### config.mk
export PLATFORM = sky130hd
export DESIGN_NAME = fma_nan_pick
export DESIGN_NICKNAME = d
export VERILOG_FILES = /design/src/rtl/fnp_pkg.sv /design/src/rtl/fnp_classify.sv /design/src/rtl/fnp_priority.sv /design/src/rtl/fnp_quiet.sv /design/src/rtl/fma_nan_pick.sv
export SDC_FILE = /design/constraint.sdc
export NUM_CORES = 1
export LEC_CHECK = 0
export BUFFER_PORTS_ARGS = -buffer_cell sky130_fd_sc_hd__buf_2
export CAP_MARGIN = 5
export CORE_MARGIN = 4
export CORE_UTILIZATION = 50
export CTS_CLUSTER_SIZE = 40
export DETAILED_ROUTE_END_ITERATION = 10
export PLACE_DENSITY = 0.87
export RECOVER_POWER = 50
export SYNTH_ARGS = -nofsm -noshare
export SYNTH_HDL_FRONTEND = slang
export SYNTH_SLANG_ARGS = --single-unit
### constraint.sdc
create_clock -name clk -period 12 [get_ports clk]
set_input_delay 2.4 -clock clk [delete_from_list [all_inputs] [get_ports clk]]
set_output_delay 2.4 -clock clk [all_outputs]
set_load 0.01 [all_outputs]
### src/rtl/fnp_pkg.sv
// Package for the fused multiply-add NaN selector.
// Holds the operand class type, the choice codes and the operand count.
// Assumes nothing beyond the port encodings given in the brief.
package fnp_pkg;

    typedef enum logic [2:0] {
        CLS_ZERO = 3'd0,
        CLS_INF  = 3'd1,
        CLS_NORM = 3'd2,
        CLS_QNAN = 3'd3,
        CLS_SNAN = 3'd4
    } fp_cls_e;

    localparam logic [1:0] PICK_A    = 2'd0;
    localparam logic [1:0] PICK_B    = 2'd1;
    localparam logic [1:0] PICK_C    = 2'd2;
    localparam logic [1:0] PICK_DFLT = 2'd3;

    localparam int N_OPS = 3;

endpackage

### src/rtl/fnp_classify.sv
// Operand classifier: sorts one operand without its sign bit into zero, infinity,
// ordinary, quiet NaN or signalling NaN.
// Assumes the top fraction bit carries the quiet/signalling mark, with its
// meaning reversed when inv is high. Subnormals count as ordinary.
module fnp_classify
    import fnp_pkg::*;
#(
    parameter int EXP_W  = 8,
    parameter int FRAC_W = 23,
    localparam int MAG_W = EXP_W + FRAC_W
) (
    input  logic [MAG_W-1:0] mag,
    input  logic             inv,
    output fp_cls_e          cls
);

    localparam int MARK = FRAC_W - 1;

    logic [EXP_W-1:0]  expo;
    logic [FRAC_W-1:0] frac;

    assign expo = mag[MAG_W-1 -: EXP_W];
    assign frac = mag[FRAC_W-1:0];

    // Decode the class from the exponent and fraction fields.
    always_comb begin
        if (&expo) begin
            if (frac == '0)
                cls = CLS_INF;
            else if (frac[MARK] ^ inv)
                cls = CLS_QNAN;
            else
                cls = CLS_SNAN;
        end else if (expo == '0 && frac == '0) begin
            cls = CLS_ZERO;
        end else begin
            cls = CLS_NORM;
        end
    end

endmodule

### src/rtl/fnp_priority.sv
// NaN-priority selector: from three operand classes, the policy and the polarity,
// computes the choice code, whether any NaN is present and the invalid flag.
// Assumes the classes come from the classifier driven with the same polarity.
module fnp_priority
    import fnp_pkg::*;
(
    input  fp_cls_e    cls_a,
    input  fp_cls_e    cls_b,
    input  fp_cls_e    cls_c,
    input  logic [1:0] policy,
    input  logic       inv,
    output logic [1:0] pick,
    output logic       hit,
    output logic       invalid
);

    logic sig_a, sig_b, sig_c, qui_a, qui_b, qui_c;
    logic nan_a, nan_b, nan_c, inf_zero;
    logic [1:0] p_cab, p_abc, p_ac, p_ab;

    // Per-operand flags and the infinity-times-zero product case.
    always_comb begin
        sig_a    = (cls_a == CLS_SNAN);
        sig_b    = (cls_b == CLS_SNAN);
        sig_c    = (cls_c == CLS_SNAN);
        qui_a    = (cls_a == CLS_QNAN);
        qui_b    = (cls_b == CLS_QNAN);
        qui_c    = (cls_c == CLS_QNAN);
        nan_a    = sig_a | qui_a;
        nan_b    = sig_b | qui_b;
        nan_c    = sig_c | qui_c;
        inf_zero = (cls_a == CLS_INF && cls_b == CLS_ZERO) ||
                   (cls_a == CLS_ZERO && cls_b == CLS_INF);
        hit      = nan_a | nan_b | nan_c;
        invalid  = hit & (sig_a | sig_b | sig_c | inf_zero);
    end

    // Candidate choices, one per ordering, evaluated in parallel.
    always_comb begin
        if (sig_c)      p_cab = PICK_C;
        else if (sig_a) p_cab = PICK_A;
        else if (sig_b) p_cab = PICK_B;
        else if (qui_c) p_cab = PICK_C;
        else if (qui_a) p_cab = PICK_A;
        else            p_cab = PICK_B;

        if (sig_a)      p_abc = PICK_A;
        else if (sig_b) p_abc = PICK_B;
        else if (sig_c) p_abc = PICK_C;
        else if (qui_a) p_abc = PICK_A;
        else if (qui_b) p_abc = PICK_B;
        else            p_abc = PICK_C;

        p_ac = nan_a ? PICK_A : (nan_c ? PICK_C : PICK_B);
        p_ab = nan_a ? PICK_A : (nan_b ? PICK_B : PICK_C);
    end

    // Policy mux, then the default-NaN special case, then the no-NaN case.
    always_comb begin
        case (policy)
            2'd0:    pick = p_cab;
            2'd1:    pick = inv ? p_abc : p_cab;
            2'd2:    pick = p_ac;
            default: pick = p_ab;
        endcase
        if (!policy[1] && inf_zero && qui_c)
            pick = PICK_DFLT;
        if (!hit)
            pick = PICK_A;
    end

endmodule

### src/rtl/fnp_quiet.sv
// Result former: picks the chosen operand, sets or clears its quiet mark by
// polarity, and substitutes the default NaN where the rules require it.
// Assumes pick and hit come from the priority selector for the same operands.
module fnp_quiet
    import fnp_pkg::*;
#(
    parameter int EXP_W  = 8,
    parameter int FRAC_W = 23,
    localparam int W     = 1 + EXP_W + FRAC_W
) (
    input  logic [W-1:0] val_a,
    input  logic [W-1:0] val_b,
    input  logic [W-1:0] val_c,
    input  logic [1:0]   pick,
    input  logic         hit,
    input  logic         inv,
    input  logic         dflt_mode,
    output logic [W-1:0] result
);

    localparam logic [W-1:0] MARK_BIT = W'(1) << (FRAC_W - 1);
    localparam logic [W-1:0] DN_NORM  = {1'b0, {EXP_W{1'b1}}, 1'b1, {(FRAC_W-1){1'b0}}};
    localparam logic [W-1:0] DN_INV   = {1'b0, {EXP_W{1'b1}}, 1'b0, {(FRAC_W-1){1'b1}}};

    logic [W-1:0] dnan, chosen, quieted;

    // Choose the source value and force its quiet mark.
    always_comb begin
        dnan = inv ? DN_INV : DN_NORM;
        case (pick)
            PICK_A:  chosen = val_a;
            PICK_B:  chosen = val_b;
            PICK_C:  chosen = val_c;
            default: chosen = dnan;
        endcase
        quieted = inv ? (chosen & ~MARK_BIT) : (chosen | MARK_BIT);
    end

    // Final result with the default-NaN substitutions.
    always_comb begin
        if (!hit)
            result = '0;
        else if (dflt_mode || pick == PICK_DFLT || quieted[FRAC_W-1:0] == '0)
            result = dnan;
        else
            result = quieted;
    end

endmodule

### src/rtl/fma_nan_pick.sv
// Fused multiply-add NaN selector, top level. Classifies the three operands,
// selects the NaN source under the chosen policy, forms the quieted result and
// registers it one cycle after in_valid. Assumes single-cycle requests with no
// back-pressure; synchronous active-low reset.
module fma_nan_pick
    import fnp_pkg::*;
#(
    parameter int EXP_W  = 8,
    parameter int FRAC_W = 23,
    localparam int W     = 1 + EXP_W + FRAC_W
) (
    input  logic         clk,
    input  logic         rst_n,
    input  logic         in_valid,
    input  logic [W-1:0] op_a,
    input  logic [W-1:0] op_b,
    input  logic [W-1:0] op_c,
    input  logic [1:0]   policy,
    input  logic         snan_inv,
    input  logic         dflt_mode,
    output logic         out_valid,
    output logic         out_hit,
    output logic [1:0]   out_choice,
    output logic [W-1:0] out_result,
    output logic         out_invalid
);

    logic [W-1:0] ops [N_OPS];
    fp_cls_e      cls [N_OPS];
    logic [1:0]   sel_code;
    logic         sel_hit, sel_invalid;
    logic [W-1:0] sel_result;

    assign ops[0] = op_a;
    assign ops[1] = op_b;
    assign ops[2] = op_c;

    for (genvar k = 0; k < N_OPS; k++) begin : g_cls
        fnp_classify #(.EXP_W(EXP_W), .FRAC_W(FRAC_W)) u_cls (
            .mag (ops[k][W-2:0]),
            .inv (snan_inv),
            .cls (cls[k])
        );
    end

    fnp_priority u_pri (
        .cls_a   (cls[0]),
        .cls_b   (cls[1]),
        .cls_c   (cls[2]),
        .policy  (policy),
        .inv     (snan_inv),
        .pick    (sel_code),
        .hit     (sel_hit),
        .invalid (sel_invalid)
    );

    fnp_quiet #(.EXP_W(EXP_W), .FRAC_W(FRAC_W)) u_qt (
        .val_a     (op_a),
        .val_b     (op_b),
        .val_c     (op_c),
        .pick      (sel_code),
        .hit       (sel_hit),
        .inv       (snan_inv),
        .dflt_mode (dflt_mode),
        .result    (sel_result)
    );

    // Output stage: valid follows in_valid; data is captured only on a request.
    always_ff @(posedge clk) begin
        if (!rst_n) begin
            out_valid   <= 1'b0;
            out_hit     <= 1'b0;
            out_choice  <= '0;
            out_result  <= '0;
            out_invalid <= 1'b0;
        end else begin
            out_valid <= in_valid;
            if (in_valid) begin
                out_hit     <= sel_hit;
                out_choice  <= sel_code;
                out_result  <= sel_result;
                out_invalid <= sel_invalid;
            end
        end
    end

    logic any_sig;
    assign any_sig = (cls[0] == CLS_SNAN) || (cls[1] == CLS_SNAN) || (cls[2] == CLS_SNAN);

    // valid is the request delayed by one cycle.
    a_r2_valid_rise: assert property (@(posedge clk) disable iff (!rst_n)
        in_valid |=> out_valid);
    a_r2_valid_fall: assert property (@(posedge clk) disable iff (!rst_n)
        !in_valid |=> !out_valid);
    // data holds without a request.
    a_r2_hold: assert property (@(posedge clk) disable iff (!rst_n)
        !in_valid |=> $stable(out_result) && $stable(out_choice) && $stable(out_invalid));
    // a signalling operand always raises invalid.
    a_r10_sig_invalid: assert property (@(posedge clk) disable iff (!rst_n)
        in_valid && any_sig |=> out_invalid);
    // a reported NaN result is always a NaN encoding.
    a_r11_result_nan: assert property (@(posedge clk) disable iff (!rst_n)
        out_valid && out_hit |-> (&out_result[W-2 -: EXP_W]) && (|out_result[FRAC_W-1:0]));
    // the default-NaN code arises only under policies 0 and 1.
    a_r5_dflt_policy: assert property (@(posedge clk) disable iff (!rst_n)
        in_valid && sel_code == PICK_DFLT |-> !policy[1]);
    // without a NaN every data output is zero.
    a_r3_no_nan: assert property (@(posedge clk) disable iff (!rst_n)
        out_valid && !out_hit |-> out_result == '0 && !out_invalid && out_choice == PICK_A);

endmodule

## After elaboration in Yosys (flattened, before gate mapping)

Index checks and enable logic that the tools add are counted.

| word-level totals | value |
|---|---|
| register bits after elaboration | 37 |
| input bits | 103 |
| output and inout port bits | 37 |
| word-level logic and storage cells | 90 |

| cells by class | value |
|---|---|
| eq/ne operators | 13 |
| mux-type cells | 35 |
| bitwise gates (word level) | 12 |
| reduce and logical (&&, ||, !) cells | 25 |

Operator list:

| kind | count |
|---|---|
| $pmux 32 s3 | 1 |
| $logic_not 23->1 | 4 |
| $mux 32 | 2 |
| $mux 23 | 2 |
| $mux 2 | 19 |
| $mux 3 | 9 |
| $logic_not 8->1 | 3 |
| $reduce_and 8->1 | 3 |
| $eq 3x2->1 const B | 3 |
| $eq 3x3->1 const B | 3 |
| $or 1x1->1 | 8 |
| $logic_and 1x1->1 | 7 |
| $eq 2x2->1 const B | 3 |
| $eq 3x1->1 const B | 2 |
| $logic_not 3->1 | 2 |
| $pmux 2 s3 | 1 |
| $eq 2x1->1 const B | 2 |
| $logic_not 2->1 | 2 |
| $logic_or 1x1->1 | 3 |
| $xor 1x1->1 | 3 |
| $and 1x1->1 | 1 |
| $logic_not 1->1 | 1 |
| $mux 1 | 1 |

## Logic depth before layout (Yosys ltp)

Gate-level depths: netlist (run 1).

| depth | value |
|---|---|
| depth in word-level cells | 21 |
| depth in mapped cells | 15 |

## Modules after synthesis

A second synthesis (run 1) with hierarchy kept.

| unflattened totals | value |
|---|---|
| cells, all modules | 358 |
| area total of the unflattened synthesis | 3,183.1 µm² |

Modules (own cells, without submodules):

| module | times used | cells an instance | area an instance (µm²) |
|---|---|---|---|
| fma_nan_pick | 1 | 117 | 1,415.1 |
| fnp_quiet | 1 | 148 | 1,158.6 |
| fnp_classify | 3 | 21 | 136.4 |
| fnp_priority | 1 | 30 | 200.2 |

## Worst setup path after synthesis (run 1)

Ideal clock, no wire load.

| timing path | value |
|---|---|
| path kind | input-to-reg |
| start point | input port op_c[2] |
| end point | register out_result[10] |
| setup time | 0.058 ns |
| arrival | 5.655 ns |
| data required time | 11.942 ns |
| path slack | 6.287 ns |
| cell stages on the path | 15 |
| cells stage by stage | or4_1 > or2_0 > o211ai_2 > and4b_1 > buf_6 > a311oi_4 > a41oi_2 > buf_6 > o22ai_1 > o22ai_1 > nor4_4 > nand4_2 > a21oi_4 > buf_6 > a211o_1 |

| between the ends | value |
|---|---|
| cells in the longest elaborated chain, start to end | 20 |

Ends and longest elaborated chain:

| item | line | text |
|---|---|---|
| start, declared | fma_nan_pick.sv:17 | `input logic [W-1:0] op_c,` |
| $logic_not 23->1 | fnp_classify.sv:28, fnp_classify.sv:34 |  |
| $logic_and 1x1->1 | fnp_classify.sv:34 | `end else if (expo == '0 && frac == '0) begin` |
| $mux 2 | fnp_classify.sv:34 |  |
| $mux 3 | fnp_classify.sv:27 | `if (&expo) begin` |
| $eq 3x2->1 | fnp_priority.sv:28 | `qui_c = (cls_c == CLS_QNAN);` |
| $mux 2 | fnp_priority.sv:43 | `else if (qui_c) p_cab = PICK_C;` |
| $mux 2 | fnp_priority.sv:42 | `else if (sig_b) p_cab = PICK_B;` |
| $mux 2 | fnp_priority.sv:41 | `else if (sig_a) p_cab = PICK_A;` |
| [4 not listed] | -- |  |
| $mux 2 | fnp_priority.sv:68 | `if (!hit)` |
| $eq 2x2->1, or another cell as far along | fnp_quiet.sv:30 | `case (pick)` |
| $pmux 32 s3 | fnp_quiet.sv:30 |  |
| $mux 23 | fnp_quiet.sv:36 | `quieted = inv ? (chosen & ~MARK_BIT) : (chosen \| MARK_BIT);` |
| $logic_not 23->1 | fnp_quiet.sv:43 | `else if (dflt_mode \|\| pick == PICK_DFLT \|\| quieted[FRAC_W-1:0] == '0)` |
| $logic_or 1x1->1 | fnp_quiet.sv:43 |  |
| $mux 32 | fnp_quiet.sv:43 |  |
| $mux 32 * | fnp_quiet.sv:41 | `if (!hit)` |
| end signal, assigned | fma_nan_pick.sv:81 | `out_result <= sel_result;` |
| end, declared | fma_nan_pick.sv:24 | `output logic [W-1:0] out_result,` |

Mark *: on every way between the ends. The rest lies on a longest branch, timed or not.
A chain may end at the register's enable or synchronous reset.

## Worst setup path after layout (run 1)

| timing path | value |
|---|---|
| start point | input port op_a[5] |
| end point | register out_result[17] |

| between the ends | value |
|---|---|
| cells in the longest elaborated chain, start to end | 21 |

Ends and longest elaborated chain:

| item | line | text |
|---|---|---|
| start, declared | fma_nan_pick.sv:15 | `input logic [W-1:0] op_a,` |
| $logic_not 23->1 | fnp_classify.sv:28, fnp_classify.sv:34 |  |
| $logic_and 1x1->1 | fnp_classify.sv:34 |  |
| $mux 2 | fnp_classify.sv:34 |  |
| $mux 3 | fnp_classify.sv:27 |  |
| $eq 3x2->1 | fnp_priority.sv:26 | `qui_a = (cls_a == CLS_QNAN);` |
| $mux 1 | fnp_priority.sv:44 | `else if (qui_a) p_cab = PICK_A;` |
| $mux 2 | fnp_priority.sv:43 |  |
| $mux 2 | fnp_priority.sv:42 |  |
| [5 not listed] | -- |  |
| $mux 2 | fnp_priority.sv:68 |  |
| $eq 2x2->1, or another cell as far along | fnp_quiet.sv:30 |  |
| $pmux 32 s3 | fnp_quiet.sv:30 |  |
| $mux 23 | fnp_quiet.sv:36 |  |
| $logic_not 23->1 | fnp_quiet.sv:43 |  |
| $logic_or 1x1->1 | fnp_quiet.sv:43 |  |
| $mux 32 | fnp_quiet.sv:43 |  |
| $mux 32 * | fnp_quiet.sv:41 |  |

Marks and branches as above.

==> results by group, run 1 <==
Run status
  • Status: completed

Global routing
  • Gr ovfl total: 0
  • Most used routing layer: met2
  • Vias in the first global route: 3238
  • Initial antenna violation count: 0
  • Largest net degree at the start of global routing: 25
  • Met2 GRT Util: 48.94%
  • Met1 Use GR: 38.56%
  • M3 GR Usage: 8.772%
  • GRT Total Usage: 30.36%
  • First-pass GRT wire length: 15530 um

Setup path
  • Crit path DAT: 7.26 ns
  • CP max FO: 19
  • WS Path Type: input pin to flop
  • Slowest-stage cell, CP: a21oi_1
  • Top delay family on crit path: compound AO/OA/AOI/OAI gates
  • Reg2reg path depth: 3
  • Crit-path cells: buf_2 -> nor4_1 -> nand4_1 -> o21ai_1 -> nand3_1 -> a21oi_1 -> o221a_2 -> o2111ai_1 -> nor4_4 -> nand4_2 -> a21oi_4 -> or2_2
  • CP endpoint kind: flop
  • CP Depth: 12
  • Worst path max stage delay: 1.05 ns
  • Startpoint Class: input pin
  • Worst Path Buf+Inv: 1
  • Critical Path RT: 12.24 ns

Power
  • Leakage power: 1.460 nW
  • Maximum VDD drop: 0.00006244 V
  • Power per cell area: 79.90 nW/um^2

STA
  • Setup violations, final: 0
  • Hold Vio Cnt, Final: 0
  • Slew Viols, Final: 0
  • Fmax: 142.6 MHz
  • Final period utilization: 58.45%
  • Slew @ Worst Pin: 1.196 ns
  • Total Negative Setup Slacks: 0 ns
  • Fin crit period: 7.014 ns
  • Clk_skew: 0 ns
  • Max-slew headroom: 19.58%
  • Setup slack after layout: 4.986 ns
  • RSZ-0062 raised after global routing: no

Placed design
  • Worst slack at placement: 5.041 ns
  • IO buf count: 139
  • Post-DP Area: 3402 um^2
  • Placer congestion estimate: 1.020
  • Final HPWL DP: 8354 um

Floorplan
  • Starting Density: 52.25%
  • DIE WIDTH: 81.52 um
  • IO Pins: 140
  • Die Y: 81.52 um
  • Die area: 6646 um^2
  • Core area: 5172 um^2
  • Row cnt: 26

Routing
  • ANT nets after route: 0
  • DRT iter0 DRCs: 417
  • Average wire per standard cell: 19.27 um
  • Vias: 3586
  • Vias per std cell: 6.690
  • Drt first pass iters: 7
  • DRC viols: 0
  • Wirelength, routed: 10330 um

Layout
  • # fillers: 452
  • Post-Layout Inst Area: 3442 um^2
  • Layout net count: 568
  • Antenna diode count: 0
  • Layout area overhead: 27.36%
  • Share of layout cells above drive strength 1: 27.47%

Synth
  • Mapped Cells: 335
  • FFs w/ async S/R, synth: 0%
  • Yosys synthesis warning count: 0
  • Syn_area_per_cell: 8.067 um^2
  • Primary FF master, synth: dfxtp_1
  • Synthesis-stage register bit count: 37
  • Syn Std Cell Area: 2703 um^2
  • Sequential cell area fraction in the yosys report: 27.41%
  • EDFF count, synth: 0
  • Distinct cells, synth: 65
  • Mapped Nets: 438

Clock network
  • Clock Latency Late Sink: 0.29 ns
  • Hold_buf cts: 0
  • Post-CTS Setup Bufs: 0
  • H-tree depth: 2
  • Clk root buf: clkbuf_8
  • CTS Sinks: 37
  • CTS buffer count: 5
  • Worst-path clk slew: 0.07 ns
  • Max Buffers Root-to-Sink: 2
  • Post-cts sizing count: 0
  • CTS tree: built

Worst hold path
  • Worst Hold Depth: 1
  • Worst min-delay path class: flop to flop

Flow run
  • Max-cap violations: 0
==> flip-flops by register name (all words and copies together) (netlist names) <==
signal and count:
out_invalid 1, out_result 32, out_valid 1, out_choice 2, out_hit 1
==> synthesized netlist by cell type, types with 4 or more instances <==
cell	count	share of area, %
o21a_1	10	2.8
and2_1	6	1.4
and4_1	5	1.6
or4_1	4	1.1
nor4_1	14	3.2
a22o_1	4	1.3
inv_1	5	0.69
o211ai_1	5	1.4
a21oi_1	16	3.0
dfxtp_1	37	27
buf_2	4	0.74
nand2_1	27	3.8
nand4_1	14	3.2
clkbuf_1	10	1.4
o22ai_1	7	1.6
nor2_1	41	5.7
nor3_1	18	3.3
o2111a_1	4	1.7
o21ai_0	8	1.5
o32ai_1	4	1.3
a211o_1	11	3.6
a221o_1	9	3.3
nand3_1	7	1.3
==> stage by stage <==
step | power (mW) | std cells | utilization, % | hold WS, ns
floorplan | 0.1593 | 335 | - | 0.4836
global placement | 0.1909 | 528 | 65.77 | 0.4287
detailed placement | 0.1914 | 528 | 65.77 | 0.4380
CTS | 0.2747 | 536 | 67.44 | 0.4549
global route | 0.2867 | 536 | 66.55 | 0.4850
finish | 0.2750 | 536 | 66.55 | 0.4554
==> where the power goes <==
group	switching, mW	internal, mW	leakage, nW
sequential	0.00118	0.125	0.300
combinational	0.0379	0.0261	1.12
clock	0.0447	0.0400	0.0439
total	0.0838	0.191	1.46
==> cells in the final DEF, fill, tap and decap left out, types with 5 or more instances in the layout <==
master and n:
a211o_1 11, nor4_1 14, a21oi_1 16, o211ai_1 5, nor3_1 18, o22ai_1 7
inv_1 5, nand4_1 14, clkbuf_8 5, and4_1 5, o21ai_0 8, buf_2 102
dfxtp_1 37, clkbuf_1 37, nand2_1 27, and2_1 6, o21a_1 10, nand3_1 7
a221o_1 9, nor2_1 41
==> routing by layer <==
layer / part of all wire [%] / vias to the layer above
met4: 2.6 / 0
met2: 45 / 323
met3: 15 / 36
met5: 0 / -
li1: - / 1600
met1: 37 / 1627
==> area by class of cell <==
cell class                      count  area (um^2)  area share, %
Multi-Input combinational cell    276         1852          53.80
Sequential cell                    37        740.7          21.52
Timing Repair Buffer              140        656.9          19.08
Tap cell                           70        87.58          2.545
Clock buffer                        5        68.82          1.999
Inverter                            5        18.77         0.5453
Clock inverter                      3        17.52         0.5089
==> cell families (layout without fill, tap and decap cells) <==
family          after synthesis  count (layout)  synth area share (%)
xor+xnor                      4               4                 1.297
buf+inv                      22             153                 4.074
flops                        37              37                 27.41
compound gates              118             118                 37.22
simple gates                154             154                 30.00
==> final timing paths <==
path	start	endpoint	slack, ns
worst max-delay path	op_a[5]	out_result[17]	4.99
worst min-delay path	out_result[27]	out_result[27]	0.46
worst max register to register	out_result[6]	out_result[6]	10.84
worst min register to register	out_result[27]	out_result[27]	0.46
Power figures use the tool's default switching activity.
==> run 2: changes to the inputs <==
--- a/config.mk
+++ b/config.mk
@@ -8,10 +8,10 @@
 export BUFFER_PORTS_ARGS = -buffer_cell sky130_fd_sc_hd__buf_2
 export CAP_MARGIN = 5
 export CORE_MARGIN = 4
-export CORE_UTILIZATION = 50
+export CORE_UTILIZATION = 46
 export CTS_CLUSTER_SIZE = 40
 export DETAILED_ROUTE_END_ITERATION = 10
-export PLACE_DENSITY = 0.87
+export PLACE_DENSITY = 0.81
 export RECOVER_POWER = 50
 export SYNTH_ARGS = -nofsm -noshare
 export SYNTH_HDL_FRONTEND = slang
==> constraint.sdc (replaced) <==
create_clock -name clk -period 7 [get_ports clk]
set_input_delay 1.4 -clock clk [delete_from_list [all_inputs] [get_ports clk]]
set_output_delay 1.4 -clock clk [all_outputs]
set_load 0.01 [all_outputs]
==> run 2 against run 1 <==
  * Register-to-register slack worse by 4.9 ns
  * Final cell count is 0.75% higher
  * Sequential share of layout area is 0.42 points lower
  * Critical path type unchanged
  * Critical endpoint unchanged
  * Highest routed layer unchanged
==> results by group, run 2 (synthesis results as in run 1) <==
Floorplan
  • DIE WIDTH: 84.65 um (+3.8%)
  • Die area: 7166 um^2 (+7.8%)
  • Core area: 5608 um^2 (+8.4%)
  • Starting Density: 48.19% (-4.1 points)
  • IO Pins: 140 (unchanged)
  • Row cnt: 27 (+3.8%)
  • Die Y: 84.65 um (+3.8%)

Clock network
  • CTS tree: built
  • Post-CTS Setup Bufs: 0 (unchanged)
  • Clock Latency Late Sink: 0.29 ns (about the same)
  • H-tree depth: 2 (unchanged)
  • CTS buffer count: 5 (unchanged)
  • Max Buffers Root-to-Sink: 2 (unchanged)
  • Post-cts sizing count: 0 (unchanged)
  • Worst-path clk slew: 0.08 ns (about the same)
  • Clk root buf: clkbuf_8
  • CTS Sinks: 37 (unchanged)
  • Hold_buf cts: 0 (unchanged)

Placed design
  • IO buf count: 139 (unchanged)
  • Placer congestion estimate: 1.041 (+2.1%)
  • Placed cell count: 532 (+0.76%)
  • Final HPWL DP: 8536 um (+2.2%)

Setup path
  • Crit path DAT: 5.84 ns (-1.42 ns)
  • Critical Path RT: 7.24 ns (-5.00 ns)
  • CP max FO: 19 (unchanged)
  • WS Path Type: input pin to flop
  • Reg2reg path depth: 3 (unchanged)
  • CP endpoint kind: flop
  • Startpoint Class: input pin

Worst hold path
  • Worst min-delay path class: flop to flop
  • Worst Hold Depth: 1 (unchanged)

Routing
  • DRC viols: 0 (unchanged)
  • ANT nets after route: 0 (unchanged)
  • Vias per std cell: 6.606 (-1.3%)
  • Average wire per standard cell: 19.65 um (+2.0%)
  • Wirelength, routed: 10610 um (+2.7%)
  • Drt first pass iters: 5 (-2)
  • DRT iter0 DRCs: 410 (-1.7%)
  • Vias: 3567 (-0.53%)

Flow run
  • Max-cap violations: 0 (unchanged)

STA
  • Max-slew headroom: 16.69% (-2.9 points)
  • Final period utilization: 80.04%
  • Slew Viols, Final: 0 (unchanged)
  • Slew @ Worst Pin: 1.239 ns (+0.04290 ns)
  • Setup violations, final: 0 (unchanged)
  • Fin crit period: 5.603 ns
  • RSZ-0062 raised after global routing: no
  • Hold Vio Cnt, Final: 0 (unchanged)
  • Total Negative Setup Slacks: 0 ns (unchanged)
  • Clk_skew: 0 ns (unchanged)
  • Fmax: 178.5 MHz

Layout
  • Multi-input gate area: 1852 um^2 (unchanged)
  • Fin cells: 540 (+0.75%)
  • Layout area overhead: 29.91%
  • Reg area: 740.7 um^2 (unchanged)
  • Most frequent cells in the layout: 102 x buf_2, 41 x nor2_1, 37 x clkbuf_1, 37 x dfxtp_1, 27 x nand2_1
  • Commonest non-fill, non-tap cell in the layout: buf_2
  • Antenna diode count: 0 (unchanged)
  • # fillers: 548 (+21%)
  • Max reg flops: 32 (unchanged)
  • Reg with most FFs: out_result
  • Share of layout cells above drive strength 1: 27.78% (+0.31 points)
  • Layout net count: 570 (+0.35%)
  • Largest regs: out_result (32), out_choice (2)

Global routing
  • Vias in the first global route: 3305 (+2.1%)
  • Gr ovfl total: 0 (unchanged)
  • Largest net degree at the start of global routing: 25 (unchanged)
  • Most used routing layer: met2
  • M3 GR Usage: 8.047% (-0.72 points)
  • GRT Total Usage: 28.06% (-2.3 points)
  • Met2 GRT Util: 43.70% (-5.2 points)
  • Met1 Use GR: 37.54% (-1.0 points)
  • First-pass GRT wire length: 16310 um (+5.1%)
  • Initial antenna violation count: 0 (unchanged)

Run status
  • Status: completed

Power
  • Total power: 0.5503 mW (+100%)
  • Leakage power: 1.493 nW (+2.2%)
  • Power per cell area: 156.7 nW/um^2 (+96%)
  • Maximum VDD drop: 0.0001285 V (+110%)
## run 2: report_power, final
part / internal [mW] / switching, mW
clock: 0.143 / 0.0799
combinational: 0.0450 / 0.0657
sequential: 0.214 / 0.00192
## run 2: final timing paths
path / startpoint / to / slack (ns)
setup / recovery: op_a[5] / out_result[17] / 1.40
setup reg to reg: out_result[6] / out_result[6] / 5.90
hold reg to reg: out_result[23] / out_result[23] / 0.46
hold / removal: out_result[23] / out_result[23] / 0.46
## run 2: layer usage
metal  part of all wire [%]  vias up
met1                     40     1623
met3                     13       41
met2                     44      285
li1                       -     1618
met4                    3.1        0
met5                      0        -
## run 2: worst max-delay path, cell delays in order
cell,delay [ns]
buf_2,0.12
nor4_1,0.52
nand4_1,0.23
o21ai_1,0.57
o221ai_1,0.28
a31oi_2,0.45
o211ai_1,0.45
o32ai_1,0.49
a22o_1,0.21
and4_1,0.26
nand4_2,0.20
a21oi_4,0.48
or2_2,0.19
## run 2: stage by stage
step / setup slack (ns) / util [%] / hold WS, ns / instance area [um^2]
floorplan: 2.287 / - / 0.4836 / 2703
global placement: 1.403 / 60.98 / 0.4294 / 3420
detailed placement: 1.374 / 60.98 / 0.4399 / 3420
CTS: 1.642 / 63.43 / 0.4586 / 3557
global route: 1.175 / 62.61 / 0.4817 / 3511
finish: 1.397 / 62.61 / 0.4580 / 3511
## run 2: cell type report
type	instances	area share, %
clock buffer	5	1.960
clock inverter	3	1.960
timing repair buffer	142	19.14
sequential	37	21.10
tap	72	2.566
inverter	5	0.5346
multi-input combinational	276	52.74
